**src/rtl/tcap_pkg.sv**
```systemverilog
package tcap_pkg;

    typedef enum logic [1:0] {
        MODE_OUT  = 2'b00,
        MODE_IN1  = 2'b01,
        MODE_RSV2 = 2'b10,
        MODE_RSV3 = 2'b11
    } mode_e;

    typedef enum logic [1:0] {
        ADR_CAPT = 2'd0,
        ADR_CTRL = 2'd1,
        ADR_STAT = 2'd2,
        ADR_NONE = 2'd3
    } addr_e;

    // Packed MSB first: de is bit 9, mode occupies bits 1:0
    typedef struct packed {
        logic       de;
        logic       ie;
        logic [3:0] flt;
        logic       cen;
        logic       pol;
        mode_e      mode;
    } ctrl_t;

    typedef struct packed {
        logic ovf;
        logic flag;
    } stat_t;

    localparam int CTRL_W = $bits(ctrl_t);
    localparam int STAT_W = $bits(stat_t);

    function automatic logic is_input(mode_e m);
        return m != MODE_OUT;
    endfunction

    function automatic logic edge_hit(logic pol, logic prev, logic cur);
        return pol ? (prev & ~cur) : (cur & ~prev);
    endfunction

endpackage

```
**src/rtl/tcap_sync.sv**
```systemverilog
module tcap_sync #(
    parameter int STAGES = 2
) (
    input  logic clk,
    input  logic rst,
    input  logic d,
    output logic q
);
    logic [STAGES-1:0] chain;

    generate
        if (STAGES == 1) begin : g_one
            always_ff @(posedge clk) begin
                if (rst) chain <= '0;
                else     chain <= d;
            end
        end else begin : g_many
            always_ff @(posedge clk) begin
                if (rst) chain <= '0;
                else     chain <= {chain[STAGES-2:0], d};
            end
        end
    endgenerate

    assign q = chain[STAGES-1];
endmodule

```
**src/rtl/tcap_filter.sv**
```systemverilog
module tcap_filter #(
    parameter int LEN_W = 4
) (
    input  logic             clk,
    input  logic             rst,
    input  logic             d,
    input  logic [LEN_W-1:0] len,
    output logic             q
);
    logic [LEN_W-1:0] run;

    always_ff @(posedge clk) begin
        if (rst) begin
            q   <= 1'b0;
            run <= '0;
        end else if (d == q) begin
            run <= '0;
        end else if (run >= len) begin
            q   <= d;
            run <= '0;
        end else begin
            run <= run + 1'b1;
        end
    end

    AST_FLT_TAKES_SAMPLE: assert property (@(posedge clk) disable iff (rst)
        !$stable(q) |-> (q == $past(d)));

    AST_FLT_NEEDS_RUN: assert property (@(posedge clk) disable iff (rst)
        (!$stable(q) && $past(len) != '0) |-> ($past(q) == $past(q, 2)));
endmodule

```
**src/rtl/tcap_detect.sv**
```systemverilog
module tcap_detect
    import tcap_pkg::*;
(
    input  logic clk,
    input  logic rst,
    input  logic lvl,
    input  logic pol,
    output logic hit
);
    logic prev;

    always_ff @(posedge clk) begin
        if (rst) prev <= 1'b0;
        else     prev <= lvl;
    end

    assign hit = edge_hit(pol, prev, lvl);

    AST_HIT_NEEDS_CHANGE: assert property (@(posedge clk) disable iff (rst)
        hit |-> (lvl != prev));
endmodule

```
**src/rtl/tcap_channel.sv**
```systemverilog
module tcap_channel
    import tcap_pkg::*;
#(
    parameter int CNT_W       = 16,
    parameter int SYNC_STAGES = 2,
    parameter int FLT_W       = 4
) (
    input  logic             clk,
    input  logic             rst,
    input  logic [CNT_W-1:0] cnt_val,
    input  logic             cap_in,
    input  logic [1:0]       bus_addr,
    input  logic             bus_wr,
    input  logic             bus_rd,
    input  logic [CNT_W-1:0] bus_wdata,
    output logic [CNT_W-1:0] bus_rdata,
    output logic             irq_pulse,
    output logic             dma_pulse
);
    localparam int DW = CNT_W;

    ctrl_t          ctrl_q;
    stat_t          stat_q;
    logic [DW-1:0]  shadow_q;
    logic [DW-1:0]  preload_q;
    logic           upd_q;
    logic           s_lvl;
    logic           f_lvl;
    logic           hit;
    logic           cap_ev;
    logic           wr_capt;
    logic           wr_ctrl;
    logic           wr_stat;
    logic           rd_capt;
    addr_e          adr;

    tcap_sync #(.STAGES(SYNC_STAGES)) i_sync (
        .clk (clk),
        .rst (rst),
        .d   (cap_in),
        .q   (s_lvl)
    );

    tcap_filter #(.LEN_W(FLT_W)) i_filter (
        .clk (clk),
        .rst (rst),
        .d   (s_lvl),
        .len (ctrl_q.flt),
        .q   (f_lvl)
    );

    tcap_detect i_detect (
        .clk (clk),
        .rst (rst),
        .lvl (f_lvl),
        .pol (ctrl_q.pol),
        .hit (hit)
    );

    assign adr     = addr_e'(bus_addr);
    assign cap_ev  = hit && ctrl_q.cen && (ctrl_q.mode == MODE_IN1);
    assign wr_capt = bus_wr && (adr == ADR_CAPT) && !is_input(ctrl_q.mode);
    assign wr_ctrl = bus_wr && (adr == ADR_CTRL);
    assign wr_stat = bus_wr && (adr == ADR_STAT);
    assign rd_capt = bus_rd && (adr == ADR_CAPT);

    // Capture path: counter into shadow, then shadow into preload
    always_ff @(posedge clk) begin
        if (rst) begin
            shadow_q <= '0;
            upd_q    <= 1'b0;
        end else begin
            upd_q <= cap_ev;
            if (cap_ev) shadow_q <= cnt_val;
        end
    end

    always_ff @(posedge clk) begin
        if (rst)          preload_q <= '0;
        else if (upd_q)   preload_q <= shadow_q;
        else if (wr_capt) preload_q <= bus_wdata;
    end

    always_ff @(posedge clk) begin
        if (rst)          ctrl_q <= '0;
        else if (wr_ctrl) ctrl_q <= ctrl_t'(bus_wdata[CTRL_W-1:0]);
    end

    // Status flags: a new capture always beats a clear
    always_ff @(posedge clk) begin
        if (rst) begin
            stat_q <= '0;
        end else begin
            if (upd_q)
                stat_q.flag <= 1'b1;
            else if (rd_capt || (wr_stat && !bus_wdata[0]))
                stat_q.flag <= 1'b0;

            if (upd_q && stat_q.flag)
                stat_q.ovf <= 1'b1;
            else if (wr_stat && !bus_wdata[1])
                stat_q.ovf <= 1'b0;
        end
    end

    always_ff @(posedge clk) begin
        if (rst) begin
            irq_pulse <= 1'b0;
            dma_pulse <= 1'b0;
        end else begin
            irq_pulse <= upd_q && ctrl_q.ie;
            dma_pulse <= upd_q && ctrl_q.de;
        end
    end

    always_comb begin
        bus_rdata = '0;
        case (adr)
            ADR_CAPT: bus_rdata = preload_q;
            ADR_CTRL: bus_rdata[CTRL_W-1:0] = ctrl_q;
            ADR_STAT: bus_rdata[STAT_W-1:0] = stat_q;
            default:  bus_rdata = '0;
        endcase
    end

    AST_FLAG_AFTER_UPD: assert property (@(posedge clk) disable iff (rst)
        upd_q |=> stat_q.flag);

    AST_IRQ_HAS_FLAG: assert property (@(posedge clk) disable iff (rst)
        (irq_pulse || dma_pulse) |-> stat_q.flag);

    AST_OVF_NEEDS_FLAG: assert property (@(posedge clk) disable iff (rst)
        $rose(stat_q.ovf) |-> $past(stat_q.flag));

    AST_RO_IN_INPUT: assert property (@(posedge clk) disable iff (rst)
        (bus_wr && adr == ADR_CAPT && ctrl_q.mode != MODE_OUT && !upd_q)
        |=> $stable(preload_q));

    AST_READ_LOSES: assert property (@(posedge clk) disable iff (rst)
        (upd_q && rd_capt) |=> stat_q.flag);

    AST_NO_CAP_DISABLED: assert property (@(posedge clk) disable iff (rst)
        (!ctrl_q.cen || ctrl_q.mode != MODE_IN1) |=> !upd_q);
endmodule

```
**config.mk**
```make
export PLATFORM = sky130hd
export DESIGN_NAME = tcap_channel
export DESIGN_NICKNAME = d
export VERILOG_FILES = /design/src/rtl/tcap_pkg.sv /design/src/rtl/tcap_sync.sv /design/src/rtl/tcap_filter.sv /design/src/rtl/tcap_detect.sv /design/src/rtl/tcap_channel.sv
export SDC_FILE = /design/constraint.sdc
export NUM_CORES = 1
export LEC_CHECK = 0
export ABC_AREA = 1
export ABC_CLOCK_PERIOD_IN_PS = 1500
export BUFFER_PORTS_ARGS = -buffer_cell sky130_fd_sc_hd__buf_2
export CAP_MARGIN = 20
export CORE_ASPECT_RATIO = 0.75
export CORE_MARGIN = 10
export CORE_UTILIZATION = 45
export CTS_CLUSTER_SIZE = 40
export DETAILED_ROUTE_END_ITERATION = 8
export MAX_ROUTING_LAYER = met4
export PLACE_DENSITY = 0.74
export SYNTH_ARGS = -nofsm -noshare
export SYNTH_HDL_FRONTEND = slang
export SYNTH_SLANG_ARGS = --single-unit
```
**constraint.sdc**
```tcl
create_clock -name clk -period 1.5 [get_ports clk]
set_input_delay 0.225 -clock clk [delete_from_list [all_inputs] [get_ports clk]]
set_output_delay 0.225 -clock clk [all_outputs]
set_load 0.01 [all_outputs]
```
==> Flow_metrics.wiki, run 1 <==
{| class="wikitable"
! Metric !! Value
|-
| Final count of pins violating max slew || 0
|-
| Post-synthesis instance total || between 300 and 400
|-
| Crit path setup slack, layout || about 0.17 ns
|-
| Pin count of the biggest net entering global routing || 34
|-
| Growth of design area from synthesis to finish || 17.4%
|-
| Routed wire length per instance || 12.5 um
|-
| Terminating pin of the worst hold path || i_sync.chain[0]
|-
| Share of the synthesized netlist area taken by xor and xnor gates || 0.00672
|-
| Count of buffers inserted at the top-level ports || 56
|-
| Clock skew || 0.0107 ns
|-
| Max Freq || approximately 0.75 GHz
|-
| Worst min-delay path class || in -> reg
|-
| Launch instance of the worst register-to-register path || ctrl_q[7]
|-
| Number of nets with antenna violations after routing || 0
|-
| Dominant synthesized flop cell || sky130_fd_sc_hd__dfxtp_1
|-
| Highest metal used || met4
|-
| Sum Neg Setup Slack || 0 ns
|-
| Net Sw Frac || 0.253
|-
| Worst-margin pin slew || 0.319 ns
|-
| First-pass GRT wire length || ~10 mm
|-
| Count of TritonRoute iterations in the first routing pass || 4
|-
| Clock network power share || 0.309
|-
| Area inside the core boundary || roughly 0.0055 mm^2
|-
| Post-synthesis net count || 427
|-
| P_int || 2.00 mW
|-
| All-layer global routing usage || 0.141
|-
| Number of resized instances in the post-cts repair step || 0
|-
| Startpoint of the worst hold path || cap_in
|-
| Dominant combinational cell family by area after synthesis || simple AND/OR/NAND/NOR gates
|-
| FF-to-FF setup slack || 0.17 ns
|-
| Number of synthesized register bits || 55
|-
| Row count || 23
|-
| Buffers inserted during post-CTS setup optimization || 0
|-
| Met3 wire length || 508 um
|-
| Crit path capture type || flip-flop
|-
| Run status || finished, final reports clean
|-
| Complex-gate fraction of the synthesized area || 0.106
|-
| Highest net fanout along the worst path || 4
|-
| Diode count || 0
|-
| Number of top-level design ports || 57
|-
| Wire length reported by the detailed router || 6.44 mm
|-
| Post-synth top area share || 0.422
|-
| Initial antenna violation count || 0
|-
| Layout filler cell count || 543
|-
| DRC || 0
|-
| Number of flops mapped to enable cells by yosys || 0
|-
| Net switching component of the power || 676 uW
|-
| Number of max-cap violations || 0
|-
| Count of nets after finishing || 484
|-
| Initial core utilization || 0.477
|-
| Post-synthesis cell type with the largest combined area || sky130_fd_sc_hd__dfxtp_1
|-
| Height of the die || 85.9 um
|-
| Die Area || 0.00927 mm^2
|-
| Total number of H-tree levels || 2
|-
| Arrival time at the worst endpoint || 1.58 ns
|-
| Clock net sink count || 55
|-
| CTS max path bufs || 2
|-
| Leading cell type by number of instances after synthesis || sky130_fd_sc_hd__nand2_1
|-
| Ys Warns || 0
|-
| Clk Latency, worst-skew pair || 0.31 ns
|-
| Adder-cell area share of the yosys netlist || 0.0240
|-
| Via/cell ratio || 4.63
|-
| Worst slew slack as a fraction of its limit || 0.787
|-
| Largest cells by area after synthesis || sky130_fd_sc_hd__dfxtp_1, sky130_fd_sc_hd__nand2_1, sky130_fd_sc_hd__nor2_1, sky130_fd_sc_hd__inv_1, sky130_fd_sc_hd__o21ai_0
|-
| RSZ-0062 raised after global routing || no
|-
| Hold buffer count at CTS || 0
|-
| Fraction of synthesized area in multiplexers || 0
|-
| TritonCTS clock tree || yes
|-
| Combined flip-flop and latch cell area || 0.00110 mm^2
|-
| Estimated wirelength of the detail-placed design || 4.79 mm
|-
| CP startpoint kind || flip-flop
|-
| Die Width || 108 um
|-
| Fin crit share || 0.888
|-
| Ys async rst share || 0
|-
| Number of buffers inserted during clock tree synthesis || 5
|-
| Clock transition at the registers of the reported paths || 0.09 ns
|-
| Synthesized area || 0.00261 mm^2
|-
| P_leak || approximately 1.6 nW
|-
| Root buffer selected by CTS || sky130_fd_sc_hd__clkbuf_8
|-
| Routability congestion estimate from global placement || 0.840
|-
| Proportion of layout cells with a drive suffix above 1 || 0.200
|-
| Routed via count || 2385
|-
| Multi-input gate area in the final layout || ~0.0012 mm^2
|-
| Worst path required time || 1.75 ns
|-
| Share of the yosys chip area belonging to registers || 0.422
|-
| Time the worst path needs with I/O delays and setup || 1.33 ns
|-
| Combinational group share of total power || 0.123
|-
| Wire length on met1 || 3.10 mm
|-
| Remaining global-route overflow || 0
|-
| Total met2 wirelength after detailed routing || approximately 2.7 mm
|-
| Critical Setup Path Class || reg -> reg
|-
| Number of failing hold endpoints at the final stage || 0
|-
| Path depth of the worst reg2reg path || 5
|-
| Hold path depth || 3
|-
| Endpoint of the worst-slack reg-to-reg timing path || i_filter.run[1]
|-
| Pwr per Cell Area || 874 mW/mm^2
|-
| Simple-gate share of the synthesized area || 0.310
|-
| Count of final setup violators || 0
|-
| Reg power frac || 0.568
|-
| Post-synth top cells || sky130_fd_sc_hd__nand2_1, sky130_fd_sc_hd__nor2_1, sky130_fd_sc_hd__inv_1, sky130_fd_sc_hd__dfxtp_1, sky130_fd_sc_hd__o21ai_0
|-
| Initial DRC count || ~160
|-
| Placement Setup Slack || approximately 0.063 ns
|-
| Post-synthesis average cell area || 6.81 um^2
|-
| Number of different library cells in the post-synthesis netlist || 26
|-
| Number of global-route vias before repair || 2184
|-
| Worst-case vdd ir drop || about 0.42 mV
|}
critical path, stage by stage, from the launching register on:
cell and delay [ns]:
sky130_fd_sc_hd__dfxtp_1 0.32, sky130_fd_sc_hd__inv_1 0.06, sky130_fd_sc_hd__ha_1 0.31, sky130_fd_sc_hd__a21oi_1 0.23, sky130_fd_sc_hd__nand4_1 0.21, sky130_fd_sc_hd__nor2_1 0.12
power by group through the flow:
| stage | clock [mW] | combinational [mW] | sequential [mW] |
|---|---|---|---|
| floorplan | 0 | 0.204 | 1.55 |
| CTS | 0.837 | 0.330 | 1.52 |
| global placement | 0 | 0.322 | 1.55 |
| finish | 0.826 | 0.330 | 1.52 |
| detailed placement | 0 | 0.328 | 1.55 |
| global route | 0.899 | 0.375 | 1.52 |
final cells by class:
cell class / instances / area share
clock buffers: 6 / 0.0270
clock inverters: 1 / 0.00164
inverters: 61 / 0.0756
multi-input cells: 251 / 0.381
flip-flops and latches: 55 / 0.360
well taps: 75 / 0.0307
repair buffers: 66 / 0.124
sequential cells by signal (all words and copies together) (netlist names):
name and count:
shadow_q 16, i_detect.prev 1, i_filter.q 1, preload_q 16, dma_pulse 1, upd_q 1
irq_pulse 1, i_sync.chain 2, i_filter.run 4, stat_q 2, ctrl_q 10
how the worst max path moves through the flow:
stage | start | depth (start not counted) | end
floorplan | ctrl_q[7] | 5 | i_filter.run[0]
global placement | bus_addr[1] | 5 | bus_rdata[7]
detailed placement | bus_addr[1] | 5 | bus_rdata[7]
CTS | bus_addr[1] | 5 | bus_rdata[7]
global route | ctrl_q[7] | 5 | i_filter.run[2]
finish | ctrl_q[7] | 5 | i_filter.run[1]
placed cells by master, fill, tap and decap left out:
| cell | instances |
|---|---|
| sky130_fd_sc_hd__nand2_1 | 79 |
| sky130_fd_sc_hd__nor2_1 | 78 |
| sky130_fd_sc_hd__inv_1 | 56 |
| sky130_fd_sc_hd__buf_2 | 56 |
| sky130_fd_sc_hd__dfxtp_1 | 55 |
| sky130_fd_sc_hd__o21ai_0 | 24 |
| sky130_fd_sc_hd__nand3_1 | 22 |
| sky130_fd_sc_hd__a21oi_1 | 13 |
| sky130_fd_sc_hd__o22ai_1 | 8 |
| sky130_fd_sc_hd__buf_4 | 8 |
| sky130_fd_sc_hd__clkbuf_8 | 6 |
| sky130_fd_sc_hd__nor2_2 | 5 |
| sky130_fd_sc_hd__ha_1 | 5 |
| sky130_fd_sc_hd__inv_2 | 4 |
| sky130_fd_sc_hd__nand4_1 | 4 |
| sky130_fd_sc_hd__o21ai_1 | 3 |
| sky130_fd_sc_hd__nand2_2 | 2 |
| sky130_fd_sc_hd__o221ai_1 | 2 |
| sky130_fd_sc_hd__buf_12 | 2 |
| sky130_fd_sc_hd__nor2_4 | 1 |
| sky130_fd_sc_hd__nand4_4 | 1 |
| sky130_fd_sc_hd__inv_4 | 1 |
| sky130_fd_sc_hd__xnor2_1 | 1 |
| sky130_fd_sc_hd__nand3_2 | 1 |
| sky130_fd_sc_hd__a22oi_1 | 1 |
| sky130_fd_sc_hd__xor2_1 | 1 |
| sky130_fd_sc_hd__clkinv_2 | 1 |
cell families (layout without fill, tap and decap cells):
family	Yosys count	after routing
compound gates	51	51
xor+xnor	2	2
fa+ha+maj	5	5
buf+inv	77	134
flops	55	55
simple gates	193	193
layer usage:
layer,track usage,vias up
li1,-,1296
met1,0.183,1006
met2,0.200,72
met3,0.0433,11
met4,0.0508,0
met5,-,-
through the flow:
| step | util | std cells | hold WS, ns | instance area (um^2) | power (mW) |
|---|---|---|---|---|---|
| 2_1_floorplan | - | 383 | 0.294 | 2610 | 1.75 |
| 3_3_place_gp | 0.543 | 508 | 0.390 | 2970 | 1.87 |
| 3_5_place_dp | 0.543 | 508 | 0.399 | 2970 | 1.88 |
| 4_1_cts | 0.559 | 515 | 0.111 | 3060 | 2.69 |
| 5_1_grt | 0.560 | 515 | 0.112 | 3060 | 2.80 |
| 6_report | 0.560 | 515 | 0.118 | 3060 | 2.68 |
No activity file was read; power rests on OpenSTA's default activity.
==> run 2: changes to the inputs <==
==> constraint.sdc (replaced) <==
create_clock -name clk -period 1.5 [get_ports clk]
set_input_delay 0.3 -clock clk [delete_from_list [all_inputs] [get_ports clk]]
set_output_delay 0.3 -clock clk [all_outputs]
set_load 0.01 [all_outputs]
==> run 2 against run 1 <==
Compared with the run above:
- clock power shrank 6.9%
- worst setup slack lost 0.17 ns
- worst hold slack gained 0.091 ns
- first-iteration DRC count shrank 23%
- non-clock buffer count grew 8
- fmax shrank 11%
- flip-flop and latch count is the same
- sequential power is essentially flat
- register-to-register slack is essentially flat
- total power shrank 1.1%
- global-route usage grew 0.29 points
- critical path type is now in -> out
- highest routed layer unchanged
==> Flow_metrics.wiki, run 2 (synthesis results as in run 1) <==
{| class="wikitable"
! Metric !! Value
|-
| Run status || finished, final reports clean
|-
| Worst min-delay path class || in -> reg
|-
| Count of final setup violators || 0 (unchanged)
|-
| Height of the die || 85.9 um (unchanged)
|-
| Reg power frac || 0.574 (+0.006)
|-
| Die Width || 108 um (unchanged)
|-
| Clock skew || 0.0102 ns (-0.000556 ns)
|-
| Fin crit share || 0.998 (+0.110)
|-
| RSZ-0062 raised after global routing || yes
|-
| Cell with the largest stage delay on the worst path || sky130_fd_sc_hd__clkbuf_4
|-
| Via/cell ratio || 4.64 (+0.26%)
|-
| Arrival time at the worst endpoint || 1.20 ns (-0.38 ns)
|-
| Combinational group share of total power || 0.136 (+0.013)
|-
| Row count || 23 (unchanged)
|-
| Wire length reported by the detailed router || 6.73 mm (+4.4%)
|-
| Path depth of the worst reg2reg path || 5 (unchanged)
|-
| Critical path's top delay family || buffers and inverters
|-
| Net switching component of the power || 665 uW (-1.6%)
|-
| Placement Setup Slack || -0.00817 ns (-0.0715 ns)
|-
| Diode count || 0 (unchanged)
|-
| Estimated wirelength of the detail-placed design || 4.91 mm (+2.4%)
|-
| Worst slew slack as a fraction of its limit || 0.818 (+0.0305)
|-
| Net Sw Frac || 0.251 (-0.00132)
|-
| Worst path required time || 1.20 ns (-0.55 ns)
|-
| Die Area || 0.00927 mm^2 (unchanged)
|-
| Layout filler cell count || 570 (+5.0%)
|-
| Highest net fanout along the worst path || 5 (+1)
|-
| Non-filler cells, final || 524 (+1.7%)
|-
| CP startpoint kind || primary input
|-
| Clock network power share || 0.291 (-0.018)
|-
| Worst-margin pin slew || 0.272 ns (-0.0467 ns)
|-
| Largest stage delay, worst path || 0.19 ns (-0.13 ns)
|-
| Routed via count || 2433 (+2.0%)
|-
| P_leak || 1.60 nW (+2.7%)
|-
| TritonCTS clock tree || yes
|-
| Hold Worst Slack || 0.208 ns (+0.0906 ns)
|-
| Sum Neg Setup Slack || 0 ns (unchanged)
|-
| Number of max-cap violations || 0 (unchanged)
|-
| Number of global-route vias before repair || 2215 (+1.4%)
|-
| Number of failing hold endpoints at the final stage || 0 (unchanged)
|-
| CP Cell Sequence || buf_4 > nor2_4 > clkinvlp_4 > clkbuf_4 > o22ai_1 > buf_2
|-
| Growth of design area from synthesis to finish || 21.3%
|-
| Launch instance of the worst register-to-register path || ctrl_q[7]
|-
| Count of buffer and inverter cells on the critical path || 4 (+3)
|-
| Startpoint of the worst hold path || cap_in
|-
| Pwr per Cell Area || 837 mW/mm^2 (-4.3%)
|-
| Critical Setup Path Class || in -> out
|-
| Remaining global-route overflow || 0 (unchanged)
|-
| Root buffer selected by CTS || sky130_fd_sc_hd__clkbuf_8
|-
| Combined flip-flop and latch cell area || 0.00110 mm^2 (+0.11%)
|-
| Proportion of layout cells with a drive suffix above 1 || 0.227 (+0.0272)
|-
| Area inside the core boundary || 0.00547 mm^2 (unchanged)
|-
| Time the worst path needs with I/O delays and setup || 1.50 ns (+0.166 ns)
|-
| Initial DRC count || 125 (-23%)
|-
| Clock transition at the registers of the reported paths || 0.08 ns (about the same)
|-
| All-layer global routing usage || 0.144 (+0.00286)
|-
| Count of nets after finishing || 492 (+1.7%)
|-
| Routed wire length per instance || 12.8 um (+2.6%)
|-
| Max Freq || 0.668 GHz (-11%)
|-
| Worst-case vdd ir drop || 0.406 mV (-3.1%)
|-
| Final count of pins violating max slew || 0 (unchanged)
|-
| Count of TritonRoute iterations in the first routing pass || 4 (unchanged)
|-
| Clock net sink count || 55 (unchanged)
|-
| First-pass GRT wire length || 10.7 mm (+3.1%)
|-
| Crit path setup slack, layout || 0.00272 ns (-0.166 ns)
|-
| CTS max path bufs || 2 (unchanged)
|-
| Initial antenna violation count || 0 (unchanged)
|-
| Inst Count DP || 511 (+0.59%)
|-
| Routability congestion estimate from global placement || 0.898 (+6.9%)
|-
| Pin count of the biggest net entering global routing || 34 (unchanged)
|-
| Most frequent standard cell in the layout excluding fill and tap cells || sky130_fd_sc_hd__nand2_1
|-
| Clk Latency, worst-skew pair || 0.30 ns (about the same)
|-
| Number of buffers inserted during clock tree synthesis || 5 (unchanged)
|-
| Number of top-level design ports || 57 (unchanged)
|-
| Most used cells in the layout excluding fill and tap cells || sky130_fd_sc_hd__nand2_1, sky130_fd_sc_hd__nor2_1, sky130_fd_sc_hd__inv_1, sky130_fd_sc_hd__dfxtp_1, sky130_fd_sc_hd__buf_2
|-
| DRC || 0 (unchanged)
|-
| Initial core utilization || 0.477 (unchanged)
|-
| FF-to-FF setup slack || 0.18 ns (about the same)
|-
| Count of buffers inserted at the top-level ports || 56 (unchanged)
|-
| Number of nets with antenna violations after routing || 0 (unchanged)
|-
| Hold path depth || 3 (unchanged)
|-
| Multi-input gate area in the final layout || 0.00119 mm^2 (+1.9%)
|-
| Crit path capture type || output port
|-
| Terminating pin of the worst hold path || i_sync.chain[0]
|-
| Endpoint of the worst-slack reg-to-reg timing path || i_filter.run[1]
|-
| Biggest registers after layout || preload_q x16, shadow_q x16, ctrl_q x10
|-
| Total number of H-tree levels || 2 (unchanged)
|-
| P_int || 1.98 mW (-0.89%)
|}
run 2: through the flow:
stage	util	total power, mW	area, um^2
after global routing	0.578	2.81	3160
after floorplan	-	1.75	2610
after global placement	0.547	1.87	2990
after detailed placement	0.547	1.88	2990
after CTS	0.563	2.65	3080
final	0.578	2.65	3160
run 2: worst max path at each step:
stage | cells past startpoint | start | slack (ns) | endpoint
finish | 6 | bus_addr[1] | 0.003 | bus_rdata[5]
global route | 7 | bus_addr[1] | -0.04 | bus_rdata[8]
CTS | 6 | bus_addr[0] | -0.0006 | bus_rdata[10]
detailed placement | 5 | bus_addr[1] | -0.008 | bus_rdata[6]
global placement | 5 | bus_addr[1] | 0.05 | bus_rdata[2]
floorplan | 4 | bus_addr[0] | 0.30 | bus_rdata[2]
run 2: worst register-to-register path, delay by kind of cell, from the launching register on:
kind,cells,cell delay (ns)
compound gates,1,0.22
fa+ha+maj,1,0.32
buf+inv,1,0.07
flops,1,0.32
simple gates,2,0.34
run 2: power by group through the flow:
stage	logic, mW	clock network [mW]	registers, mW
2_1_floorplan	0.204	0	1.55
4_1_cts	0.334	0.799	1.52
3_5_place_dp	0.330	0	1.55
5_1_grt	0.402	0.881	1.52
6_report	0.359	0.769	1.52
3_3_place_gp	0.321	0	1.55
run 2: cell type report:
class                   instances  area share
repair buffers                 74       0.146
flip-flops and latches         55       0.348
clock inverters                 1     0.00158
clock buffers                   7      0.0241
well taps                      75      0.0297
inverters                      61      0.0744
multi-input cells             251       0.376
run 2: timing repair:
item | CTS | global route
hold buffers | 0 | 0
setup buffers | 0 | 5
cloned | 0 | 0
resized for setup | 1 | 12
pin swaps | 0 | 2
endpoints found under the setup margin | 1 | 15
run 2: routing by layer:
metal	up-vias	global-route usage	wire (um)
li1	1312	-	-
met1	1049	0.200	3210
met2	70	0.199	2930
met3	2	0.0381	568
met4	0	0.0363	22
met5	-	-	0
